<file path="config.mk">
export PLATFORM = sky130hd
export DESIGN_NAME = clksw_ctrl
export DESIGN_NICKNAME = d
export VERILOG_FILES = /design/src/rtl/clksw_pkg.sv /design/src/rtl/clksw_sync.sv /design/src/rtl/clksw_fsm.sv /design/src/rtl/clksw_postdiv.sv /design/src/rtl/clksw_ctrl.sv
export SDC_FILE = /design/constraint.sdc
export NUM_CORES = 1
export LEC_CHECK = 0
export ABC_AREA = 1
export BUFFER_PORTS_ARGS = -buffer_cell sky130_fd_sc_hd__buf_2
export CAP_MARGIN = 20
export CORE_ASPECT_RATIO = 2
export CORE_UTILIZATION = 57
export DETAILED_ROUTE_END_ITERATION = 16
export PLACE_DENSITY = 0.9
export RECOVER_POWER = 50
export SYNTH_ARGS = -nofsm -noshare
export SYNTH_HDL_FRONTEND = slang
export SYNTH_HIERARCHICAL = 1
export SYNTH_SLANG_ARGS = --single-unit
</file>
<file path="constraint.sdc">
create_clock -name clk -period 1.6 [get_ports clk]
set_input_delay 0.08 -clock clk [delete_from_list [all_inputs] [get_ports clk]]
set_output_delay 0.08 -clock clk [all_outputs]
set_load 0.05 [all_outputs]
</file>
<file path="src/rtl/clksw_pkg.sv">
package clksw_pkg;
  typedef enum logic [2:0] {
    CS_IDLE,
    CS_WARM,
    CS_LOCK,
    CS_SYNC,
    CS_HAND
  } cs_state_t;
endpackage

</file>
<file path="src/rtl/clksw_sync.sv">
module clksw_sync #(
  parameter int NSRC = 4
) (
  input  logic            clk,
  input  logic            rst_n,
  input  logic [NSRC-1:0] src_clk,
  output logic [NSRC-1:0] lvl,
  output logic [NSRC-1:0] rise
);
  for (genvar g = 0; g < NSRC; g++) begin : g_src
    logic m1, m2, m3;
    always_ff @(posedge clk) begin
      if (!rst_n) begin
        m1 <= 1'b0;
        m2 <= 1'b0;
        m3 <= 1'b0;
      end else begin
        m1 <= src_clk[g];
        m2 <= m1;
        m3 <= m2;
      end
    end
    assign lvl[g]  = m2;
    assign rise[g] = m2 & ~m3;
  end
endmodule

</file>
<file path="src/rtl/clksw_fsm.sv">
module clksw_fsm
  import clksw_pkg::*;
#(
  parameter int NSRC       = 4,
  parameter int SELW       = 2,
  parameter int OST_EDGES  = 8,
  parameter int SYNC_EDGES = 10,
  parameter int PLL_SRC    = 3,
  parameter int RST_SRC    = 0
) (
  input  logic            clk,
  input  logic            rst_n,
  input  logic [NSRC-1:0] lvl,
  input  logic [NSRC-1:0] rise,
  input  logic            sw_set,
  input  logic [SELW-1:0] sw_nosc,
  input  logic            sw_clr,
  input  logic            sleep_req,
  input  logic            pll_lock,
  output logic            swen,
  output logic [SELW-1:0] cosc,
  output logic            gate_on,
  output logic [NSRC-1:0] src_en,
  output logic            pll_en,
  output logic            lock_sts
);
  localparam int MAXE = (OST_EDGES > SYNC_EDGES) ? OST_EDGES : SYNC_EDGES;
  localparam int CW   = $clog2(MAXE + 1);
  localparam logic [SELW-1:0] PLL_CODE = SELW'(PLL_SRC);

  cs_state_t       st;
  logic [SELW-1:0] tgt;
  logic [CW-1:0]   cnt;
  logic            abort;

  assign abort  = swen & (sw_clr | sleep_req);
  assign src_en = (NSRC'(1) << cosc) | (swen ? (NSRC'(1) << tgt) : '0);
  assign pll_en = src_en[PLL_SRC];

  always_ff @(posedge clk) begin
    if (!rst_n) begin
      st       <= CS_IDLE;
      swen     <= 1'b0;
      cosc     <= SELW'(RST_SRC);
      tgt      <= SELW'(RST_SRC);
      cnt      <= '0;
      gate_on  <= 1'b1;
      lock_sts <= 1'b0;
    end else begin
      lock_sts <= pll_en & pll_lock;
      // re-open the gate in a low phase of the (new) current source
      if (!gate_on && !lvl[cosc]) gate_on <= 1'b1;
      if (abort) begin
        st   <= CS_IDLE;
        swen <= 1'b0;
        cnt  <= '0;
      end else begin
        unique case (st)
          CS_IDLE: if (sw_set && !sleep_req) begin
            tgt  <= sw_nosc;
            swen <= 1'b1;
            cnt  <= '0;
            st   <= (sw_nosc == cosc) ? CS_SYNC : CS_WARM;
          end
          CS_WARM: if (rise[tgt]) begin
            if (cnt == CW'(OST_EDGES - 1)) begin
              cnt <= '0;
              st  <= (tgt == PLL_CODE) ? CS_LOCK : CS_SYNC;
            end else cnt <= cnt + 1'b1;
          end
          CS_LOCK: if (pll_lock) st <= CS_SYNC;
          CS_SYNC: if (rise[tgt]) begin
            if (cnt == CW'(SYNC_EDGES - 1)) begin
              cnt <= '0;
              st  <= CS_HAND;
            end else cnt <= cnt + 1'b1;
          end
          CS_HAND: begin
            if (tgt == cosc) begin
              swen <= 1'b0;
              st   <= CS_IDLE;
            end else if (!lvl[cosc]) begin
              gate_on <= 1'b0;
              cosc    <= tgt;
              swen    <= 1'b0;
              st      <= CS_IDLE;
            end
          end
          default: st <= CS_IDLE;
        endcase
      end
    end
  end
endmodule

</file>
<file path="src/rtl/clksw_postdiv.sv">
module clksw_postdiv #(
  parameter int NSRC = 4,
  parameter int SELW = 2
) (
  input  logic            clk,
  input  logic            rst_n,
  input  logic [NSRC-1:0] lvl,
  input  logic [SELW-1:0] cosc,
  input  logic            gate_on,
  input  logic [1:0]      post_sel,
  output logic            clk_out
);
  localparam int PCW = 6;

  logic           gclk, gclk_d;
  logic [PCW-1:0] pcnt;
  logic [1:0]     ratio_q;

  always_ff @(posedge clk) begin
    if (!rst_n) begin
      gclk    <= 1'b0;
      gclk_d  <= 1'b0;
      pcnt    <= '0;
      ratio_q <= 2'd0;
    end else begin
      gclk   <= gate_on & lvl[cosc];
      gclk_d <= gclk;
      if (gclk && !gclk_d) pcnt <= pcnt + 1'b1;
      if (pcnt == '0 && !gclk) ratio_q <= post_sel;
    end
  end

  always_comb begin
    unique case (ratio_q)
      2'd0:    clk_out = gclk;
      2'd1:    clk_out = pcnt[1];
      2'd2:    clk_out = pcnt[3];
      default: clk_out = pcnt[5];
    endcase
  end
endmodule

</file>
<file path="src/rtl/clksw_ctrl.sv">
module clksw_ctrl #(
  parameter int NSRC       = 4,
  parameter int OST_EDGES  = 8,
  parameter int SYNC_EDGES = 10,
  parameter int PLL_SRC    = 3,
  parameter int RST_SRC    = 0,
  localparam int SELW      = $clog2(NSRC)
) (
  input  logic            clk,
  input  logic            rst_n,
  input  logic [NSRC-1:0] src_clk,
  input  logic            pll_lock,
  input  logic            sw_set,
  input  logic [SELW-1:0] sw_nosc,
  input  logic            sw_clr,
  input  logic            sleep_req,
  input  logic [1:0]      post_sel,
  output logic            swen,
  output logic [SELW-1:0] cosc,
  output logic [NSRC-1:0] src_en,
  output logic            pll_en,
  output logic            lock_sts,
  output logic            clk_out
);
  logic [NSRC-1:0] lvl, rise;
  logic            gate_on;

  clksw_sync #(.NSRC(NSRC)) u_sync (
    .clk(clk), .rst_n(rst_n), .src_clk(src_clk), .lvl(lvl), .rise(rise)
  );

  clksw_fsm #(
    .NSRC(NSRC), .SELW(SELW), .OST_EDGES(OST_EDGES), .SYNC_EDGES(SYNC_EDGES),
    .PLL_SRC(PLL_SRC), .RST_SRC(RST_SRC)
  ) u_fsm (
    .clk(clk), .rst_n(rst_n), .lvl(lvl), .rise(rise),
    .sw_set(sw_set), .sw_nosc(sw_nosc), .sw_clr(sw_clr),
    .sleep_req(sleep_req), .pll_lock(pll_lock),
    .swen(swen), .cosc(cosc), .gate_on(gate_on), .src_en(src_en),
    .pll_en(pll_en), .lock_sts(lock_sts)
  );

  clksw_postdiv #(.NSRC(NSRC), .SELW(SELW)) u_post (
    .clk(clk), .rst_n(rst_n), .lvl(lvl), .cosc(cosc), .gate_on(gate_on),
    .post_sel(post_sel), .clk_out(clk_out)
  );
endmodule

</file>
Word level (Yosys, flattened, before mapping)
Index checks and enable logic that the tools add are counted.
Cells by class
  reduce and logical (&&, ||, !) cells: 20
  shift-type cells: 2
  add/sub/neg operators: 2
  equality and inequality tests: 18
  bitwise gates (word level): 17
  multiplexer cells: 32
  $lt $le $gt $ge: 2
Operator list (number)
  3-bit 2-to-1 mux: 8
  4-bit 2-to-1 mux: 6
  3-bit one-hot mux with 5 select lines: 1
  4-bit one-hot mux with 3 select lines: 1
  1-bit 2-to-1 mux: 11
  2-bit by 1-bit != test with 1-bit output (second input constant): 5
  1-bit NOT: 8
  4-bit AND reduction: 2
  1-bit by 2-bit left shift with 4-bit output (first input constant): 2
  1-bit bitwise AND: 7
  7-bit AND reduction: 1
  6-bit by 1-bit adder with 6-bit output (second input constant): 1
  3-bit by 2-bit == test with 1-bit output (second input constant): 2
  6-bit zero test: 1
  2-bit by 3-bit less-than comparator with 1-bit output (second input constant): 2
  3-bit AND reduction: 2
  1-bit zero test: 5
  4-bit by 1-bit adder with 4-bit output (second input constant): 1
  1-bit binary-select mux with 2-bit select: 2
  2-bit == test: 2
  2-bit == test (second input constant): 2
  4-bit by 3-bit == test with 1-bit output (second input constant): 1
  4-bit == test (second input constant): 1
  1-bit logical AND: 4
  other kinds (15): 15
Word-level totals
  output and inout bits: 10
  input bits: 14
  logic and storage cells: 116
  register bits after elaboration: 36

Depth between registers and ports, before layout
  depth after elaboration: 9
  gate-level depth with buffers: 11
  gate-level depth less buffers: 11

Cells and area by module
Netlist, hierarchy kept.
Modules (own cells, without submodules)
  clksw_fsm: sequential area each 280.3 um^2, instances 1, cells each 157, area an instance 1013.5 um^2
  clksw_postdiv: sequential area each 200.2 um^2, instances 1, cells each 77, area an instance 505.5 um^2
  clksw_sync: sequential area each 240.2 um^2, instances 1, cells each 49, area an instance 401.6 um^2

Worst setup path before layout
No wires, ideal clock.
  path kind: register to output
  start point: reg u_fsm.cosc[1]
  end point: out src_en[3]
  buffers on the path: 2
  data arrival time: 2.170 ns
  cell stages (with the launch flop): 5
  path slack: -0.650 ns
  data required time: 1.520 ns
  path through: dfxtp_1 > buf_2 > inv_1 > o22ai_1 > buf_4
Between the ends
  cells in the longest elaborated chain, start to end: 2
Ends and longest elaborated chain
  from (decl): RTL line clksw_fsm.sv:21  | output logic [SELW-1:0] cosc,
  from (signal assigned): RTL line clksw_fsm.sv:44  | cosc <= SELW'(RST_SRC);
  from (signal assigned): RTL line clksw_fsm.sv:84  | cosc <= tgt;
  1-bit by 2-bit left shift with 4-bit output: RTL line clksw_fsm.sv:37  | assign src_en = (NSRC'(1) << cosc) | (swen ? (NSRC'(1) << tgt) : '0);
  4-bit OR: RTL line clksw_fsm.sv:37
  to (decl): RTL line clksw_ctrl.sv:20  | output logic [NSRC-1:0] src_en,
No other way between the ends.

Final worst setup path
  start point: reg u_fsm.st[2]
  end point: reg u_fsm.st[2]
Between the ends
  cells in the longest elaborated chain, start to end: 3
  elaborated cells between the ends (all ways): 14
  classes of those cells: 11 x eq/ne; 1 x mux; 2 x reduce/logical
Ends and longest elaborated chain
  from (decl): RTL line clksw_fsm.sv:31  | cs_state_t st;
  from (signal assigned): RTL line clksw_fsm.sv:63  | st <= (sw_nosc == cosc) ? CS_SYNC : CS_WARM;
  from (signal assigned): RTL line clksw_fsm.sv:68  | st <= (tgt == PLL_CODE) ? CS_LOCK : CS_SYNC;
  3-bit == test, or another cell as far along: RTL line clksw_fsm.sv:58  | unique case (st)
  3-bit != test (no source line), or another cell as far along
  7-bit AND reduction (no source line)
Several ways; a longest one is shown, not always the timed one.
A chain may end at the register's enable or synchronous reset.

==> results.yml <==
outcome:
  outcome: "complete, no violations"
timing:
  slew_headroom: 0.602
  setup_violations: 0
  fmax_mhz: 685
  min_period_over_period: 0.912
  layout_setup_ws_ps: 141
  skew_ps: 4.85
  slew_violations: 0
  rsz0062_at_grt: "no"
  tightest_slew_ps: 599
  finalCriticalPeriod_ps: 1460
  hold_viol: 0
clock_tree:
  cts_buffer_depth: 2
  cts_tree: "done"
  root_buffer: "clkbuf_8"
  cts_max_level: 2
  clkSinkCount: 36
  cts-buffers-inserted: 5
  path_clk_slew_ps: 70
  clkLatencyLatePin_ps: 280
final_layout:
  fin_util: 0.678
  finish.instance_area_mm2: 0.00216
  post_route_cells_drive_above_1_share: 0.195
  antenna_cells: 0
  fin_nets: 325
  area_growth_syn_to_layout_pct: 12.7
synthesis:
  ys_types: 28
  async_reset_ff_frac: 0
  syn_area_mm2: 0.00192
  ys_seq_area_frac: 0.375
  syn_nets: 301
  syn_area_per_cell_um2: 6.79
  synthCells: 283
  yosys_warnings: 6
  synth_ff_type: "dfxtp_1"
  synth_edf_count: 0
  synth_seq_cells: 36
pwr:
  power_density_mw_per_mm2: 1410
  vdd_drop_max_mv: 0.981
  p_sw_w: 0.00126
  power_frac_comb: 0.386
  clkPwrFrac: 0.224
  p_total_w: 0.00305
  internal_power_w: 0.00179
  p_leak_nw: 1.09
  pwr-share-seq: 0.390
  p_sw_frac: 0.413
critical_path:
  cp_max_fo: 8
  startpoint_type: "flop"
  critPathArrivalTime_ps: 1640
  critPathLaunch: "u_fsm/st[2]$_SDFFE_PP0P_"
  reg2reg_to: "u_fsm/st[2]$_SDFFE_PP0P_"
  worst_ep_required_time_ps: 1780
  setup.worst_path.end: "u_fsm/st[2]$_SDFFE_PP0P_"
  rr_worst_depth: 7
  reg2reg_slack_ps: 140
  path_class: "reg2reg"
  endpoint_kind: "flop"
  rr_startpoint: "u_fsm/st[2]$_SDFFE_PP0P_"
placed_design:
  dpl.hpwl_um: 3000
  gp_congestion: 0.901
  placed_area_mm2: 0.00204
  io_buffers: 23
  pre_cts_slack_ps: 168
global_routing:
  grt_overflow_total: 0
  antenna_found_initial: 0
  grt_usage: 0.240
  grt_pass1_wl_um: 6520
  grt_pass1_vias: 1616
  grt_max_degree: 28
routing:
  avgViaCountPerCell: 5.34
  wl_per_cell_um: 12.0
  ant_nets: 0
  vias: 1804
  drc: 0
  wl_um: 4060
  drtIter0Drc: 31
  dr.pass1.iters: 6
floorplan:
  die_h_um: 84.1
  die_w_um: 43.0
  io_pins: 24
  rows: 29
  initial_core_util: 0.601
  fp.coreArea_mm2: 0.00319
  dieArea_mm2: 0.00362
hold_path:
  holdPathStages: 3
  hold_path.class: "in2reg"
run:
  maxCapViolCount: 0
timing repair:
action / 4_1_cts / 5_1_grt
buffers inserted: 0 / 0
gates resized for setup: 0 / 4
endpoints found under the setup margin: 0 / 5
hold endpoints to repair: 4 / 0
hold buffers: 4 / 0
flip-flops by register name (all words and copies together), names as in the netlist, 2 cells and up, named ones only:
name / cells
u_fsm/tgt: 2
u_fsm/cosc: 2
u_post/ratio_q: 2
u_sync/g_src.m2: 4
u_sync/g_src.m1: 4
u_post/pcnt: 6
u_sync/g_src.m3: 4
u_fsm/cnt: 4
u_fsm/st: 3
synth_stat cells (4+ instances only):
cell type / count / area share
o21ai_0: 13 / 0.034
nand2_1: 68 / 0.13
nand3_2: 4 / 0.021
a21oi_1: 14 / 0.036
inv_2: 7 / 0.014
buf_4: 7 / 0.027
ha_1: 4 / 0.026
inv_1: 43 / 0.084
dfxtp_1: 36 / 0.38
nor2_1: 40 / 0.078
nand3_1: 18 / 0.047
worst min path at each step:
stage,slack [ps],startpoint,end
3_5_place_dp,260,src_clk[0],u_sync/g_src[0].m1$_SDFF_PN0_
2_1_floorplan,160,rst_n,flop
5_1_grt,20,post_sel[0],u_post/ratio_q[0]$_SDFFE_PN0P_
4_1_cts,10,post_sel[1],u_post/ratio_q[1]$_SDFFE_PN0P_
6_report,20,post_sel[1],u_post/ratio_q[1]$_SDFFE_PN0P_
3_3_place_gp,260,src_clk[0],u_sync/g_src[0].m1$_SDFF_PN0_
power by group through the flow:
stage | sequential, W | combinational (W) | clock (W)
5_1_grt | 0.00120 | 0.00129 | 0.000743
3_5_place_dp | 0.00120 | 0.00114 | 0
4_1_cts | 0.00118 | 0.00117 | 0.000708
2_1_floorplan | 0.00115 | 0.000976 | 0
6_report | 0.00119 | 0.00118 | 0.000684
3_3_place_gp | 0.00119 | 0.00111 | 0
critical path, cell delays in order, from the launching register on:
cell and delay (ps):
dfxtp_1 550, nor2_1 140, nand2_1 90, o21ai_0 120, nor2_1 140, nand3_2 120
nor2_1 150, nor2_1 50
layer usage:
metal	global-route usage	wire [um]	up-vias
met2	0.434	2220	62
met5	0	0	-
met3	0.0606	176	21
met4	0.146	206	0
li1	-	-	914
met1	0.226	1450	807
metrics by stage:
stage	hold WS [ps]	TNS [ps]	cells
final	18.7	0	338
after global placement	257	0	327
after global routing	22.2	0	338
after floorplan	156	-334	283
after detailed placement	263	0	327
after CTS	10.5	0	338
placed cells by master (no fill, tap or decap), types with 4 or more instances in the layout:
| master | netlist | routed |
|---|---|---|
| a21oi_1 | 14 | 14 |
| buf_2 | 3 | 21 |
| clkbuf_8 | 0 | 7 |
| dfxtp_1 | 36 | 30 |
| dfxtp_2 | 0 | 6 |
| dlygate4sd3_1 | 0 | 4 |
| ha_1 | 4 | 4 |
| inv_1 | 43 | 44 |
| inv_2 | 7 | 6 |
| nand2_1 | 68 | 68 |
| nand3_1 | 18 | 18 |
| nand3_2 | 4 | 4 |
| nor2_1 | 40 | 43 |
| o21ai_0 | 13 | 13 |
area by class of cell:
class | count | area [um^2]
clock buffer | 7 | 96.3
fill | 281 | 1030
inverter | 50 | 188
multi-input combinational | 185 | 946
sequential | 36 | 728
tap | 31 | 38.8
timing repair buffer | 29 | 168
kinds of logic after synthesis:
group	after synthesis	synth area share
AND/OR/NAND/NOR	142	0.330
buffers and inverters	62	0.145
AO/OA/AOI/OAI	37	0.115
flip-flops	36	0.375
adder cells (fa/ha/maj)	4	0.0261
XOR/XNOR	2	0.00912
(Power assumes the default switching activity.)
